<file path="src/rtl/aluPkg.sv">
package aluPkg;

  typedef enum logic [3:0] {
    OP_ADD = 4'd0,
    OP_ADC = 4'd1,
    OP_SUB = 4'd2,
    OP_SBC = 4'd3,
    OP_AND = 4'd4,
    OP_XOR = 4'd5,
    OP_OR  = 4'd6,
    OP_CP  = 4'd7,
    OP_INC = 4'd8,
    OP_DEC = 4'd9,
    OP_NEG = 4'd10
  } aluOp_e;

  typedef enum logic [1:0] {X_ACC, X_OPND, X_ZERO} xSel_e;
  typedef enum logic [1:0] {Y_OPND, Y_ONE, Y_ACC} ySel_e;
  typedef enum logic [1:0] {LOG_AND, LOG_XOR, LOG_OR} logSel_e;

  // Strobes from the decoder to the datapath
  typedef struct packed {
    logic     valid;
    logic     writeDest;
    logic     isLogic;
    logSel_e  logSel;
    xSel_e    xSel;
    ySel_e    ySel;
    logic     doSub;
    logic     useCarry;
    logic     keepCarry;
  } aluCtrl_t;

  // Bit positions inside the flag byte
  localparam int FLAG_W   = 8;
  localparam int FB_SIGN  = 7;
  localparam int FB_ZERO  = 6;
  localparam int FB_HALF  = 4;
  localparam int FB_PV    = 2;
  localparam int FB_SUB   = 1;
  localparam int FB_CARRY = 0;

endpackage

</file>
<file path="src/rtl/aluControl.sv">
module aluControl
  import aluPkg::*;
(
  input  logic [3:0] opSel,
  output aluCtrl_t   ctrl
);

  always_comb begin
    ctrl = '{valid: 1'b0, writeDest: 1'b0, isLogic: 1'b0, logSel: LOG_AND,
             xSel: X_ACC, ySel: Y_OPND, doSub: 1'b0, useCarry: 1'b0,
             keepCarry: 1'b0};
    case (opSel)
      OP_ADD: begin ctrl.valid = 1'b1; ctrl.writeDest = 1'b1; end
      OP_ADC: begin ctrl.valid = 1'b1; ctrl.writeDest = 1'b1; ctrl.useCarry = 1'b1; end
      OP_SUB: begin ctrl.valid = 1'b1; ctrl.writeDest = 1'b1; ctrl.doSub = 1'b1; end
      OP_SBC: begin
        ctrl.valid = 1'b1; ctrl.writeDest = 1'b1;
        ctrl.doSub = 1'b1; ctrl.useCarry = 1'b1;
      end
      OP_AND: begin
        ctrl.valid = 1'b1; ctrl.writeDest = 1'b1;
        ctrl.isLogic = 1'b1; ctrl.logSel = LOG_AND;
      end
      OP_XOR: begin
        ctrl.valid = 1'b1; ctrl.writeDest = 1'b1;
        ctrl.isLogic = 1'b1; ctrl.logSel = LOG_XOR;
      end
      OP_OR: begin
        ctrl.valid = 1'b1; ctrl.writeDest = 1'b1;
        ctrl.isLogic = 1'b1; ctrl.logSel = LOG_OR;
      end
      OP_CP: begin ctrl.valid = 1'b1; ctrl.doSub = 1'b1; end
      OP_INC: begin
        ctrl.valid = 1'b1; ctrl.writeDest = 1'b1;
        ctrl.xSel = X_OPND; ctrl.ySel = Y_ONE; ctrl.keepCarry = 1'b1;
      end
      OP_DEC: begin
        ctrl.valid = 1'b1; ctrl.writeDest = 1'b1; ctrl.doSub = 1'b1;
        ctrl.xSel = X_OPND; ctrl.ySel = Y_ONE; ctrl.keepCarry = 1'b1;
      end
      OP_NEG: begin
        ctrl.valid = 1'b1; ctrl.writeDest = 1'b1; ctrl.doSub = 1'b1;
        ctrl.xSel = X_ZERO; ctrl.ySel = Y_ACC;
      end
      default: ;
    endcase
  end

endmodule

</file>
<file path="src/rtl/aluDatapath.sv">
module aluDatapath
  import aluPkg::*;
#(
  parameter int DATA_W = 8
) (
  input  logic              clk,
  input  logic              rst,
  input  logic [DATA_W-1:0] aVal,
  input  logic [DATA_W-1:0] operand,
  input  logic              carryIn,
  input  logic              flagWrEn,
  input  aluCtrl_t          ctrl,
  output logic [DATA_W-1:0] result,
  output logic [FLAG_W-1:0] flagsQ
);

  localparam int HALF_W = DATA_W / 2;
  localparam int MSB    = DATA_W - 1;

  logic [DATA_W-1:0] xOp, yOp, yEff, logicRes, arithRes;
  logic [DATA_W:0]   wideSum;
  logic [HALF_W:0]   lowSum;
  logic              cinEff, carryOut, halfOut, overflow;
  logic [FLAG_W-1:0] flagsNext;

  always_comb begin
    case (ctrl.xSel)
      X_OPND:  xOp = operand;
      X_ZERO:  xOp = '0;
      default: xOp = aVal;
    endcase
    case (ctrl.ySel)
      Y_ONE:   yOp = {{(DATA_W-1){1'b0}}, 1'b1};
      Y_ACC:   yOp = aVal;
      default: yOp = operand;
    endcase
  end

  // Subtraction as x + ~y + ~borrow; the carry outputs are inverted back to borrows
  assign yEff     = ctrl.doSub ? ~yOp : yOp;
  assign cinEff   = (ctrl.useCarry & carryIn) ^ ctrl.doSub;
  assign wideSum  = {1'b0, xOp} + {1'b0, yEff} + {{DATA_W{1'b0}}, cinEff};
  assign lowSum   = {1'b0, xOp[HALF_W-1:0]} + {1'b0, yEff[HALF_W-1:0]}
                  + {{HALF_W{1'b0}}, cinEff};
  assign arithRes = wideSum[DATA_W-1:0];
  assign carryOut = wideSum[DATA_W] ^ ctrl.doSub;
  assign halfOut  = lowSum[HALF_W] ^ ctrl.doSub;
  assign overflow = (xOp[MSB] == yEff[MSB]) && (arithRes[MSB] != xOp[MSB]);

  always_comb begin
    case (ctrl.logSel)
      LOG_XOR: logicRes = aVal ^ operand;
      LOG_OR:  logicRes = aVal | operand;
      default: logicRes = aVal & operand;
    endcase
  end

  assign result = ctrl.isLogic ? logicRes : arithRes;

  always_comb begin
    flagsNext           = '0;
    flagsNext[FB_SIGN]  = result[MSB];
    flagsNext[FB_ZERO]  = (result == '0);
    flagsNext[FB_HALF]  = ctrl.isLogic ? (ctrl.logSel == LOG_AND) : halfOut;
    flagsNext[FB_PV]    = ctrl.isLogic ? ~^result : overflow;
    flagsNext[FB_SUB]   = ~ctrl.isLogic & ctrl.doSub;
    flagsNext[FB_CARRY] = ctrl.keepCarry ? flagsQ[FB_CARRY]
                                         : (~ctrl.isLogic & carryOut);
  end

  always_ff @(posedge clk) begin
    if (rst)                          flagsQ <= '0;
    else if (flagWrEn && ctrl.valid)  flagsQ <= flagsNext;
  end

  assert_flags_hold_R10: assert property (@(posedge clk) disable iff (rst)
    !flagWrEn |=> $stable(flagsQ));

  assert_reset_clear_R10: assert property (@(posedge clk)
    rst |=> (flagsQ == '0));

  assert_step_keeps_carry_R7: assert property (@(posedge clk) disable iff (rst)
    (flagWrEn && ctrl.keepCarry) |=> (flagsQ[FB_CARRY] == $past(flagsQ[FB_CARRY])));

  assert_logic_clears_nc_R4: assert property (@(posedge clk) disable iff (rst)
    (flagWrEn && ctrl.isLogic) |=> (!flagsQ[FB_SUB] && !flagsQ[FB_CARRY]));

endmodule

</file>
<file path="src/rtl/accAlu.sv">
module accAlu
  import aluPkg::*;
#(
  parameter int DATA_W = 8
) (
  input  logic              clk,
  input  logic              rst,
  input  logic [DATA_W-1:0] aVal,
  input  logic [DATA_W-1:0] operand,
  input  logic              carryIn,
  input  logic [3:0]        opSel,
  input  logic              flagWrEn,
  output logic [DATA_W-1:0] result,
  output logic              resultWrEn,
  output logic              flagS,
  output logic              flagZ,
  output logic              flagH,
  output logic              flagPV,
  output logic              flagN,
  output logic              flagC
);

  aluCtrl_t          ctrl;
  logic [FLAG_W-1:0] flagsQ;

  aluControl i_control (
    .opSel (opSel),
    .ctrl  (ctrl)
  );

  aluDatapath #(.DATA_W(DATA_W)) i_datapath (
    .clk      (clk),
    .rst      (rst),
    .aVal     (aVal),
    .operand  (operand),
    .carryIn  (carryIn),
    .flagWrEn (flagWrEn),
    .ctrl     (ctrl),
    .result   (result),
    .flagsQ   (flagsQ)
  );

  assign resultWrEn = ctrl.writeDest;
  assign flagS  = flagsQ[FB_SIGN];
  assign flagZ  = flagsQ[FB_ZERO];
  assign flagH  = flagsQ[FB_HALF];
  assign flagPV = flagsQ[FB_PV];
  assign flagN  = flagsQ[FB_SUB];
  assign flagC  = flagsQ[FB_CARRY];

  assert_compare_no_write_R6: assert property (@(posedge clk) disable iff (rst)
    (opSel == OP_CP) |-> !resultWrEn);

  assert_unused_no_write_R11: assert property (@(posedge clk) disable iff (rst)
    (opSel > OP_NEG) |-> !resultWrEn);

  assert_unused_flags_hold_R11: assert property (@(posedge clk) disable iff (rst)
    (opSel > OP_NEG) |=> $stable(flagsQ));

endmodule

</file>
<file path="config.mk">
export PLATFORM = sky130hd
export DESIGN_NAME = accAlu
export DESIGN_NICKNAME = d
export VERILOG_FILES = /design/src/rtl/aluPkg.sv /design/src/rtl/aluControl.sv /design/src/rtl/aluDatapath.sv /design/src/rtl/accAlu.sv
export SDC_FILE = /design/constraint.sdc
export NUM_CORES = 1
export LEC_CHECK = 0
export ABC_AREA = 1
export BUFFER_PORTS_ARGS = -buffer_cell sky130_fd_sc_hd__buf_2
export CAP_MARGIN = 20
export CORE_ASPECT_RATIO = 0.75
export CORE_MARGIN = 1.5
export CORE_UTILIZATION = 45
export CTS_CLUSTER_SIZE = 25
export DETAILED_ROUTE_END_ITERATION = 12
export GPL_TIMING_DRIVEN = 0
export PLACE_DENSITY = 0.75
export SETUP_SLACK_MARGIN = 0.05
export SYNTH_ARGS = -nofsm -noshare
export SYNTH_HDL_FRONTEND = slang
export SYNTH_SLANG_ARGS = --single-unit
</file>
<file path="constraint.sdc">
create_clock -name clk -period 5.8 [get_ports clk]
set_input_delay 1.16 -clock clk [delete_from_list [all_inputs] [get_ports clk]]
set_output_delay 1.16 -clock clk [all_outputs]
set_load 0.005 [all_outputs]
</file>
==> metrics.txt, run 1 <==
drt via density=5.01; CTS tree=built; Final Wtd Congestion=0.951; top sig layer=met4; Worst EP arrival=4.24 ns; WS Path Type=in2out; worst-path cell chain=buf_2, inv_2, nand2_1, nor2_1, inv_1, ha_1, inv_2, nand2_2, o221ai_1, xor2_1, fa_1, inv_1, fa_1, nor2_1, nor2_1, nor2_1, o21ai_0, nand3_1, nand2_1, buf_2; post-route cell area=2120 sq um; largest net degree at the start of global routing=11; Pleak=1.19 nW; synth unique cells=34; Setup TNS=0 ns; number of clock buffers inserted by TritonCTS=3; Slew Limit Headroom=70.9%; Most common cell on crit path=nor2_1; Multi-input gate area=1420 sq um; clk slew on worst S/H paths=0.04 ns; R2R depth=2; number of port buffers=37; yosys warns=0; Least-Margin Pin Slew=0.436 ns; fmax=0.185 GHz; met2 WL=1.88 mm; Synth Register Bits=6; Synth Area per Inst=6.35 sq um; initial DRC count=144; Cell Rows=19; DRT Pass-1 Iters=4; Top FF cell, synth=dfxtp_1; GRT overflow=0; Largest Register=i_datapath.flagsQ; register area share after synthesis=6.59%; initial antenna violation count=0; Post-Route Skew=0 ns; Routed Antenna Nets=0; first-pass GRT wire length=7.69 mm; Fillers=357; area leader, netlist=ha_1; fin crit share=93.0%; Finish-stage setup viols=0; met1 wire length=2.19 mm; WP buf/inv=6; I/O pin count=39; H-tree depth=1; Die Y=58.1 um; RSZ-0062 raised after global routing=false; drt total wl=4.50 mm; Clk Latency, worst-skew pair=0.22 ns; top cells by area, synth=ha_1 23%, nand2_1 12%, inv_1 10%; routed len/inst=11.9 um; Setup crit end kind=output pin; layout cells sized above 1=22.6%; Crit-path slowest cell=fa_1; mapped cell area=1820 sq um; metal3 WL=392 um; max FFs per register=6; register area=120 sq um; DRC violations left=0; Die X=76.5 um; peak supply drop=0.000117 V; delay-heaviest family, CP=simple AND/OR/NAND/NOR gates; Synth Instances=287; Die ar.=4450 sq um; top cells by count, synth=59 x nand2_1, 50 x inv_1, 33 x ha_1; Cell Area, Placed=2070 sq um; CP startpoint kind=primary input; final hold violation count=0; CORE AREA=3780 sq um; outcome=finished clean; Max Slew Vio Count=0; GRT Overall Usage=21.0%; Pwr Density=196 nW/um^2; top-count cell post-synth=nand2_1; vias=1899; Crit path depth=20; hpwl dp=3.65 mm; Antenna Cells=0; ys async rst share=0%; clock root buffer=clkbuf_8; hold path cells=2; Net count, final=388; EDFF count, synth=0; Req. time, crit path=4.64 ns; vias in the first global route=1720; CP peak stage delay=0.46 ns; Initial Util=48.2%; final critical-path required period=5.40 ns; max_cap viols=0; Yosys top cell area share=22.6%; HP Class=reg2reg; CTS Buffer Depth=2; Area growth syn-to-layout=16.1%; Syn Nets=346; Clock Sinks=6; CP max FO=8; biggest regs=i_datapath.flagsQ x6
-- final timing paths --
check                  startpoint              endpoint  slack (ns)
max                      opSel[2]             result[6]        0.40
min          i_datapath.flagsQ[0]  i_datapath.flagsQ[0]        0.45
max reg2reg  i_datapath.flagsQ[2]  i_datapath.flagsQ[2]        5.14
min reg2reg  i_datapath.flagsQ[0]  i_datapath.flagsQ[0]        0.45
-- metrics by stage --
stage	instances	setup slack, ns	utilization (%)	total power [W]	hold WS (ns)
5_1_grt	379	0.0751	56.0	0.000461	0.491
2_1_floorplan	287	1.00	-	0.000267	0.454
3_5_place_dp	376	0.311	54.8	0.000349	0.452
3_3_place_gp	376	0.355	54.8	0.000344	0.450
4_1_cts	379	0.297	55.9	0.000414	0.458
6_report	379	0.404	56.0	0.000414	0.454
-- routing by layer --
layer / up-vias / GRT usage, %
li1: 1003 / -
met1: 812 / 30.1
met2: 80 / 33.9
met3: 4 / 3.31
met4: 0 / 3.44
met5: - / 0
-- repair_timing --
| action | in CTS | in global routing |
|---|---|---|
| hold buffers | 0 | 0 |
| gates resized for setup | 0 | 1 |
| hold endpoints to repair | 0 | 0 |
| buffers inserted | 0 | 0 |
| endpoints found under the setup margin | 0 | 2 |
-- layout make-up --
| class | instances | share of cell area [%] |
|---|---|---|
| timing repair buffer | 37 | 8.75 |
| multi-input combinational | 216 | 67.1 |
| inverter | 58 | 10.3 |
| buffer | 7 | 3.13 |
| tap | 52 | 3.07 |
| sequential | 6 | 5.67 |
| clock buffer | 3 | 1.95 |
-- layout by cell type, fill, tap and decap left out, drive strengths merged, types with 2 or more instances in the layout --
cell type | synthesis | layout
dfxtp | 6 | 6
xor2 | 9 | 9
buf | 5 | 42
o22ai | 15 | 15
a21oi | 14 | 14
nand2 | 65 | 65
clkbuf | 2 | 5
ha | 33 | 33
nand3 | 16 | 16
inv | 58 | 58
fa | 2 | 2
xnor2 | 3 | 3
o211ai | 4 | 4
o21ai | 17 | 17
nand4 | 2 | 2
nor2 | 31 | 31
-- power breakdown --
group	internal, W	total [W]	switching [W]
registers	0.0000451	0.0000466	0.00000151
clock network	0.0000447	0.0000640	0.0000193
logic	0.000128	0.000304	0.000176
-- cells by family after synthesis --
family	Yosys count	share of synthesized area, %
AND/OR/NAND/NOR	116	27.8
buffers and inverters	65	15.6
AO/OA/AOI/OAI	53	19.0
adder cells (fa/ha/maj)	35	24.8
XOR/XNOR	12	6.18
flip-flops	6	6.59
-- worst reg2reg max path, stage by stage (launching register included) --
cell,delay (ns)
dfxtp_1,0.31
o21ai_0,0.18
a21oi_1,0.06
Power figures use the tool's default switching activity.
==> inputs of run 2 (changes only) <==
--- a/config.mk
+++ b/config.mk
@@ -5,7 +5,7 @@
 export SDC_FILE = /design/constraint.sdc
 export NUM_CORES = 1
 export LEC_CHECK = 0
-export ABC_AREA = 1
+export ABC_AREA = 0
 export BUFFER_PORTS_ARGS = -buffer_cell sky130_fd_sc_hd__buf_2
 export CAP_MARGIN = 20
 export CORE_ASPECT_RATIO = 0.75
==> run 2 against run 1 <==
Effect of this change: clock power down 3%; setup slack worse by 0.12 ns; synthesized cell count down 14%; worst hold slack improved by 0.029 ns; non-clock buffer count grew 8; sequential power is essentially flat; combinational power rose by 15%; clock skew unchanged; critical endpoint unchanged; highest routed layer unchanged; critical path type unchanged; die area up 2.0%.
==> metrics.txt, run 2 <==
CORE AREA=4000 sq um (+5.9%); Int Pwr=0.000255 W (+17%); Setup TNS=0 ns (unchanged); vias=1850 (-2.6%); H-tree depth=1 (unchanged); Pwr Density=201 nW/um^2 (+2.5%); register area share after synthesis=6.45% (-0.14 points); Synth Register Bits=6 (unchanged); Setup crit end kind=output pin; Non-Filler Instances=344 (-9.2%); Clk Latency, worst-skew pair=0.22 ns (about the same); Switch Pwr=0.000204 W (+3.6%); CP max FO=10 (+2); initial DRC count=116 (-19%); Yosys top cell area share=22.2% (-0.47 points); Comb power frac=76.3% (+3.0 points); Switching Fraction=44.4% (-3.1 points); number of clock buffers inserted by TritonCTS=3 (unchanged); layout cells sized above 1=25.6% (+3.0 points); GRT overflow=0 (unchanged); HP Class=reg2reg; Finish-stage setup viols=0 (unchanged); max FFs per register=6 (unchanged); Initial Util=46.5% (-1.7 points); Req. time, crit path=4.64 ns (about the same); Pleak=1.11 nW (-6.4%); first-pass GRT wire length=7.57 mm (-1.5%); peak supply drop=0.0000963 V (-18%); Syn Nets=306 (-12%); number of port buffers=36 (-2.7%); routed len/inst=13.6 um (+15%); Worst EP arrival=4.36 ns (+0.12 ns); DRT Pass-1 Iters=4 (unchanged); Max Slew Vio Count=0 (unchanged); clock root buffer=clkbuf_8; I/O pin count=39 (unchanged); Area growth syn-to-layout=23.0%; Multi-input gate area=1630 sq um (+14%); fin crit share=95.1% (+2.1 points); WP buf/inv=6 (unchanged); Hold-fix buffers, CTS=0 (unchanged); DRC violations left=0 (unchanged); EDFF count, synth=0 (unchanged); Synth Instances=247 (-14%); worst-path cell chain=buf_2, inv_1, nor2_2, nand3_2, ha_4, buf_6, buf_6, a21oi_4, xnor2_2, fa_2, inv_1, fa_1, nand2b_4, a211oi_2, nor2_1, xnor2_1, mux2_2, buf_2; Routed Antenna Nets=0 (unchanged); hpwl dp=3.75 mm (+2.6%); Clock Sinks=6 (unchanged); Die X=77.3 um (+1.0%); post-route cell area=2290 sq um (+8.2%); top cells by count, synth=37 x inv_1, 33 x ha_1, 18 x nor2_1; biggest regs=i_datapath.flagsQ x6; Die ar.=4540 sq um (+2.0%); final critical-path required period=5.52 ns (+0.119 ns); area leader, netlist=ha_1; top-count cell post-synth=inv_1; Die Y=58.7 um (+1.0%); CTS Buffer Depth=2 (unchanged); ys async rst share=0% (unchanged); initial antenna violation count=0 (unchanged); Top FF cell, synth=dfxtp_1; yosys warns=0 (unchanged); Antenna Cells=0 (unchanged); Placed Cells incl. Taps=338 (-10%); mapped cell area=1860 sq um (+2.1%); commonest non-fill, non-tap cell in the layout=inv_1; clock power share=13.5% (-1.9 points); CP startpoint kind=primary input; delay-heaviest family, CP=adder cells; top cells by area, synth=ha_1 22%, inv_1 7.5%, dfxtp_1 6.5%; Final Wtd Congestion=0.922 (-3.0%); Fin Hold WS=0.483 ns (+0.0286 ns); drt via density=5.38 (+7.3%); GRT Overall Usage=20.6% (-0.41 points); commonest non-fill, non-tap cells in the layout=37 x inv_1, 36 x buf_2, 32 x ha_1; drt total wl=4.69 mm (+4.3%); Crit-path slowest cell=fa_1; Cell Area, Placed=2110 sq um (+1.8%); CTS tree=built; Post-Route Skew=0 ns (unchanged); fmax=0.181 GHz (-2.2%); Least-Margin Pin Slew=0.502 ns (+0.0664 ns); final hold violation count=0 (unchanged); Fillers=388 (+8.7%); Cell Rows=20 (+1); Net count, final=350 (-9.8%); register area=120 sq um (unchanged); Largest Register=i_datapath.flagsQ; CP peak stage delay=0.40 ns (-0.06 ns); R2R depth=3 (+1); clk slew on worst S/H paths=0.04 ns (about the same); Crit path depth=18 (-10%); hold path cells=2 (unchanged); largest net degree at the start of global routing=11 (unchanged); max_cap viols=0 (unchanged); synth unique cells=48 (+41%); Synth Area per Inst=7.54 sq um (+19%); vias in the first global route=1646 (-4.3%); WS Path Type=in2out; outcome=finished clean; Slew Limit Headroom=66.5% (-4.4 points); sequential share of power=10.1% (-1.1 points)
-- run 2: cell count changes in the layout (fill, tap and decap cells not counted), sizes merged, moves of 5 or more --
| cell | previous run | this run |
|---|---|---|
| a211oi | 0 | 9 |
| nand2b | 0 | 6 |
| nand3 | 16 | 5 |
| nand2 | 65 | 14 |
| nor2 | 31 | 18 |
| a22oi | 0 | 11 |
| o21ai | 17 | 8 |
| o22ai | 15 | 0 |
| inv | 58 | 37 |
| a22o | 0 | 7 |
| mux2i | 0 | 7 |
| nor3b | 0 | 5 |
-- run 2: stage by stage --
step	total power (W)	setup WS (ns)	utilization [%]
floorplan	0.000283	0.287	-
global placement	0.000363	-0.541	52.7
detailed placement	0.000369	-0.623	52.7
CTS	0.000442	0.0579	54.8
global route	0.000503	-0.0431	57.2
finish	0.000459	0.285	57.2
-- run 2: final timing paths --
path	startpoint	end	slack, ns
min	i_datapath.flagsQ[6]	i_datapath.flagsQ[6]	0.48
max	opSel[3]	result[6]	0.28
min reg2reg	i_datapath.flagsQ[6]	i_datapath.flagsQ[6]	0.48
max reg2reg	i_datapath.flagsQ[4]	i_datapath.flagsQ[4]	5.01
-- run 2: area by class of cell --
class | count | area share, %
Sequential cell | 6 | 5.25
Multi-Input combinational cell | 191 | 71.0
Inverter | 37 | 6.07
Clock buffer | 3 | 1.80
Timing Repair Buffer | 39 | 8.85
Tap cell | 55 | 3.01
Buffer | 13 | 3.99
-- run 2: logic make-up (layout without fill, tap and decap cells) --
group           Yosys count  after routing  share of synthesized area, %
flops                     6              6                          6.45
xor+xnor                 15             15                          7.06
mux                       9              9                          4.97
fa+ha+maj                36             36                          24.9
simple gates             61             61                          17.6
buf+inv                  50             92                          11.3
compound gates           70             70                          27.8
-- run 2: tightest hold or removal path, stage by stage, from the launching register on --
cell	delay (ns)
dfxtp_1	0.31
a21oi_1	0.06
nor2_1	0.07
-- run 2: metal layers --
| layer | vias to the layer above | routed length [um] | part of all wire (%) | track usage, % |
|---|---|---|---|---|
| met4 | 0 | 21 | 0.45 | 3.64 |
| li1 | 956 | - | - | - |
| met3 | 2 | 217 | 4.6 | 2.64 |
| met5 | - | 0 | 0 | 0 |
| met1 | 843 | 2410 | 51 | 29.8 |
| met2 | 49 | 2040 | 44 | 33.3 |
-- run 2: power groups by stage --
stage                     clock network, W  registers [W]  logic (W)
after floorplan                          0      0.0000473   0.000236
after global placement                   0      0.0000471   0.000316
after detailed placement                 0      0.0000472   0.000322
after CTS                        0.0000632      0.0000466   0.000333
after global routing             0.0000664      0.0000469   0.000389
final                            0.0000622      0.0000465   0.000350
-- run 2: repair_timing --
action	4_1_cts	5_1_grt
setup endpoints to repair	8	4
gates resized for setup	12	18
pin swaps	1	2
setup buffers	1	2
endpoints found under the hold margin	0	0
==> inputs of run 3 (changes only) <==
--- a/config.mk
+++ b/config.mk
@@ -8,13 +8,15 @@
 export ABC_AREA = 0
 export BUFFER_PORTS_ARGS = -buffer_cell sky130_fd_sc_hd__buf_2
 export CAP_MARGIN = 20
+export CELL_PAD_IN_SITES_DETAIL_PLACEMENT = 0
+export CELL_PAD_IN_SITES_GLOBAL_PLACEMENT = 2
 export CORE_ASPECT_RATIO = 0.75
 export CORE_MARGIN = 1.5
-export CORE_UTILIZATION = 45
+export CORE_UTILIZATION = 32
 export CTS_CLUSTER_SIZE = 25
 export DETAILED_ROUTE_END_ITERATION = 12
 export GPL_TIMING_DRIVEN = 0
-export PLACE_DENSITY = 0.75
+export PLACE_DENSITY = 0.89
 export SETUP_SLACK_MARGIN = 0.05
 export SYNTH_ARGS = -nofsm -noshare
 export SYNTH_HDL_FRONTEND = slang
==> run 3 against run 2 <==
Effect of this change: sequential cell count is the same; first-iteration DRC count down 34%; worst hold slack worse by 0.0074 ns; sequential power hardly changed; sequential share of layout area about the same; final cell count is 5.8% higher; die area up 39%; via count rose by 0.70%; wire length grew 4.3%; critical path type unchanged; largest cell class unchanged; largest power group unchanged.
==> metrics.txt, run 3 (same netlist as run 2, synthesis figures left out) <==
outcome=finished clean; I/O pin count=39 (unchanged); final critical-path required period=5.53 ns (+0.0196 ns); hpwl dp=4.01 mm (+7.0%); WS Path Type=in2out; initial DRC count=77 (-34%); Initial Util=34.1% (-12 points); Crit path depth=17 (-1); Die Y=69.1 um (+18%); layout cells sized above 1=25.3% (-0.35 points); Die X=91.1 um (+18%); worst r2r src=i_datapath.flagsQ[4]; max_cap viols=0 (unchanged); final hold violation count=0 (unchanged); commonest non-fill, non-tap cells in the layout=37 x inv_1, 36 x buf_2, 32 x ha_1; number of port buffers=36 (unchanged); drt via density=5.12 (-4.8%); Clock Sinks=6 (unchanged); met1 usage=22.7% (-7.1 points); Worst EP arrival=4.37 ns (about the same); first-pass GRT wire length=7.90 mm (+4.4%); worst-path cell chain=buf_2, inv_1, nor2_2, nand3_2, ha_4, nor2b_1, clkbuf_1, a22o_1, fa_2, inv_1, fa_1, nand2b_4, a211oi_2, nor2_1, xnor2_1, mux2_2, buf_2; Setup crit end kind=output pin; Post-Route Skew=0 ns (unchanged); Req. time, crit path=4.64 ns (about the same); GRT Overall Usage=15.1% (-5.5 points); largest net degree at the start of global routing=11 (unchanged); fin crit share=95.4% (+0.34 points); drt total wl=4.89 mm (+4.3%); Pwr Density=198 nW/um^2 (-1.5%); Final Wtd Congestion=0.901 (-2.3%); biggest regs=i_datapath.flagsQ x6; clk slew on worst S/H paths=0.03 ns (about the same); routed len/inst=13.4 um (-1.4%); Reg2Reg Setup Slack=5.01 ns (about the same); CP startpoint kind=primary input; Pleak=1.11 nW (-0.33%); fmax=0.181 GHz (-0.35%); Largest Register=i_datapath.flagsQ; GR peak layer=met2; Fin Hold WS=0.475 ns (-0.00737 ns); max FFs per register=6 (unchanged); crit path to=result[6]; met3 Track Usage GR=2.32% (-0.32 points); Hold-fix buffers, CTS=0 (unchanged); Least-Margin Pin Slew=0.486 ns (-0.0160 ns); Reg-to-Reg End=i_datapath.flagsQ[4]; DRT Pass-1 Iters=4 (unchanged); Cell Rows=23 (+15%); delay-heaviest family, CP=adder cells; Worst Setup SP=opSel[3]; number of clock buffers inserted by TritonCTS=3 (unchanged); Routed Antenna Nets=0 (unchanged); Antenna Cells=0 (unchanged); RSZ-0062 raised after global routing=false; clock root buffer=clkbuf_8; CORE AREA=5470 sq um (+37%); R2R depth=3 (unchanged); CTS tree=built; Clk Latency, worst-skew pair=0.22 ns (about the same); Net count, final=350 (unchanged); Crit-path slowest cell=fa_1; CP max FO=7 (-3); vias=1863 (+0.70%); WP buf/inv=5 (-1); CTS Buffer Depth=2 (unchanged); GRT overflow=0 (unchanged); Fillers=586 (+51%); Slew Limit Headroom=67.6% (+1.1 points); Max Slew Vio Count=0 (unchanged); HP Class=reg2reg; Die ar.=6290 sq um (+39%); initial antenna violation count=0 (unchanged); Area growth syn-to-layout=23.9%; Finish-stage setup viols=0 (unchanged); peak supply drop=0.0000773 V (-20%); vias in the first global route=1658 (+0.73%); met2 GRT Util=23.0% (-10 points); DRC violations left=0 (unchanged); H-tree depth=1 (unchanged); CP peak stage delay=0.40 ns (about the same); Setup TNS=0 ns (unchanged); commonest non-fill, non-tap cell in the layout=inv_1
-- run 3: cell count changes in the layout (fill, tap and decap cells not counted) --
cell      change
a211oi_2      +1
a211oi_4      -1
clkbuf_1      +1
clkbuf_2      -1
-- run 3: worst min path at each step --
stage	start	to	slack, ns	cells past startpoint
after global routing	i_datapath.flagsQ[6]	i_datapath.flagsQ[6]	0.51	2
after floorplan	i_datapath.flagsQ[0]	i_datapath.flagsQ[0]	0.47	2
after detailed placement	i_datapath.flagsQ[6]	i_datapath.flagsQ[6]	0.48	2
after CTS	i_datapath.flagsQ[0]	i_datapath.flagsQ[0]	0.48	2
after global placement	i_datapath.flagsQ[6]	i_datapath.flagsQ[6]	0.47	2
final	i_datapath.flagsQ[6]	i_datapath.flagsQ[6]	0.48	2
-- run 3: power by group --
| group | internal (W) | leakage (nW) | switching [W] |
|---|---|---|---|
| clock | 0.0000444 | 0.0216 | 0.0000158 |
| sequential | 0.0000449 | 0.0490 | 0.00000145 |
| combinational | 0.000167 | 1.04 | 0.000182 |
| total | 0.000256 | 1.11 | 0.000199 |
-- run 3: per-layer routing --
layer | vias up | part of all wire, %
met1 | 867 | 55
met3 | 2 | 3.3
met4 | 0 | 0.33
met2 | 30 | 42
li1 | 964 | -
met5 | - | 0
-- run 3: layout make-up --
class | count | area (sq um) | share of cell area, %
buffer | 13 | 90.1 | 3.91
clock buffer | 3 | 41.3 | 1.79
inverter | 37 | 139 | 6.02
multi-input combinational | 191 | 1620 | 70.2
sequential | 6 | 120 | 5.21
tap | 75 | 93.8 | 4.07
timing repair buffer | 39 | 203 | 8.79
-- run 3: stage by stage --
step           instances  area (sq um)  utilization [%]  setup WS, ns  power (W)
6_report             364          2310             42.2         0.265   0.000456
5_1_grt              364          2310             42.2        0.0373   0.000510
4_1_cts              361          2210             40.5        0.0634   0.000442
3_5_place_dp         358          2140             39.1        -0.659   0.000370
3_3_place_gp         358          2140             39.1        -0.632   0.000369
2_1_floorplan        247          1860                -         0.287   0.000283
-- run 3: worst reg2reg max path, delay by kind of cell (launching register included) --
kind,cells,cell delay [ns]
AOI/OAI and AO/OA,2,0.23
DFF,1,0.29
and+or+nand+nor,1,0.13
-- run 3: what timing repair did --
action	4_1_cts	5_1_grt
gates resized for setup	12	15
endpoints found under the setup margin	8	4
pin swaps	2	2
buffers inserted	0	3
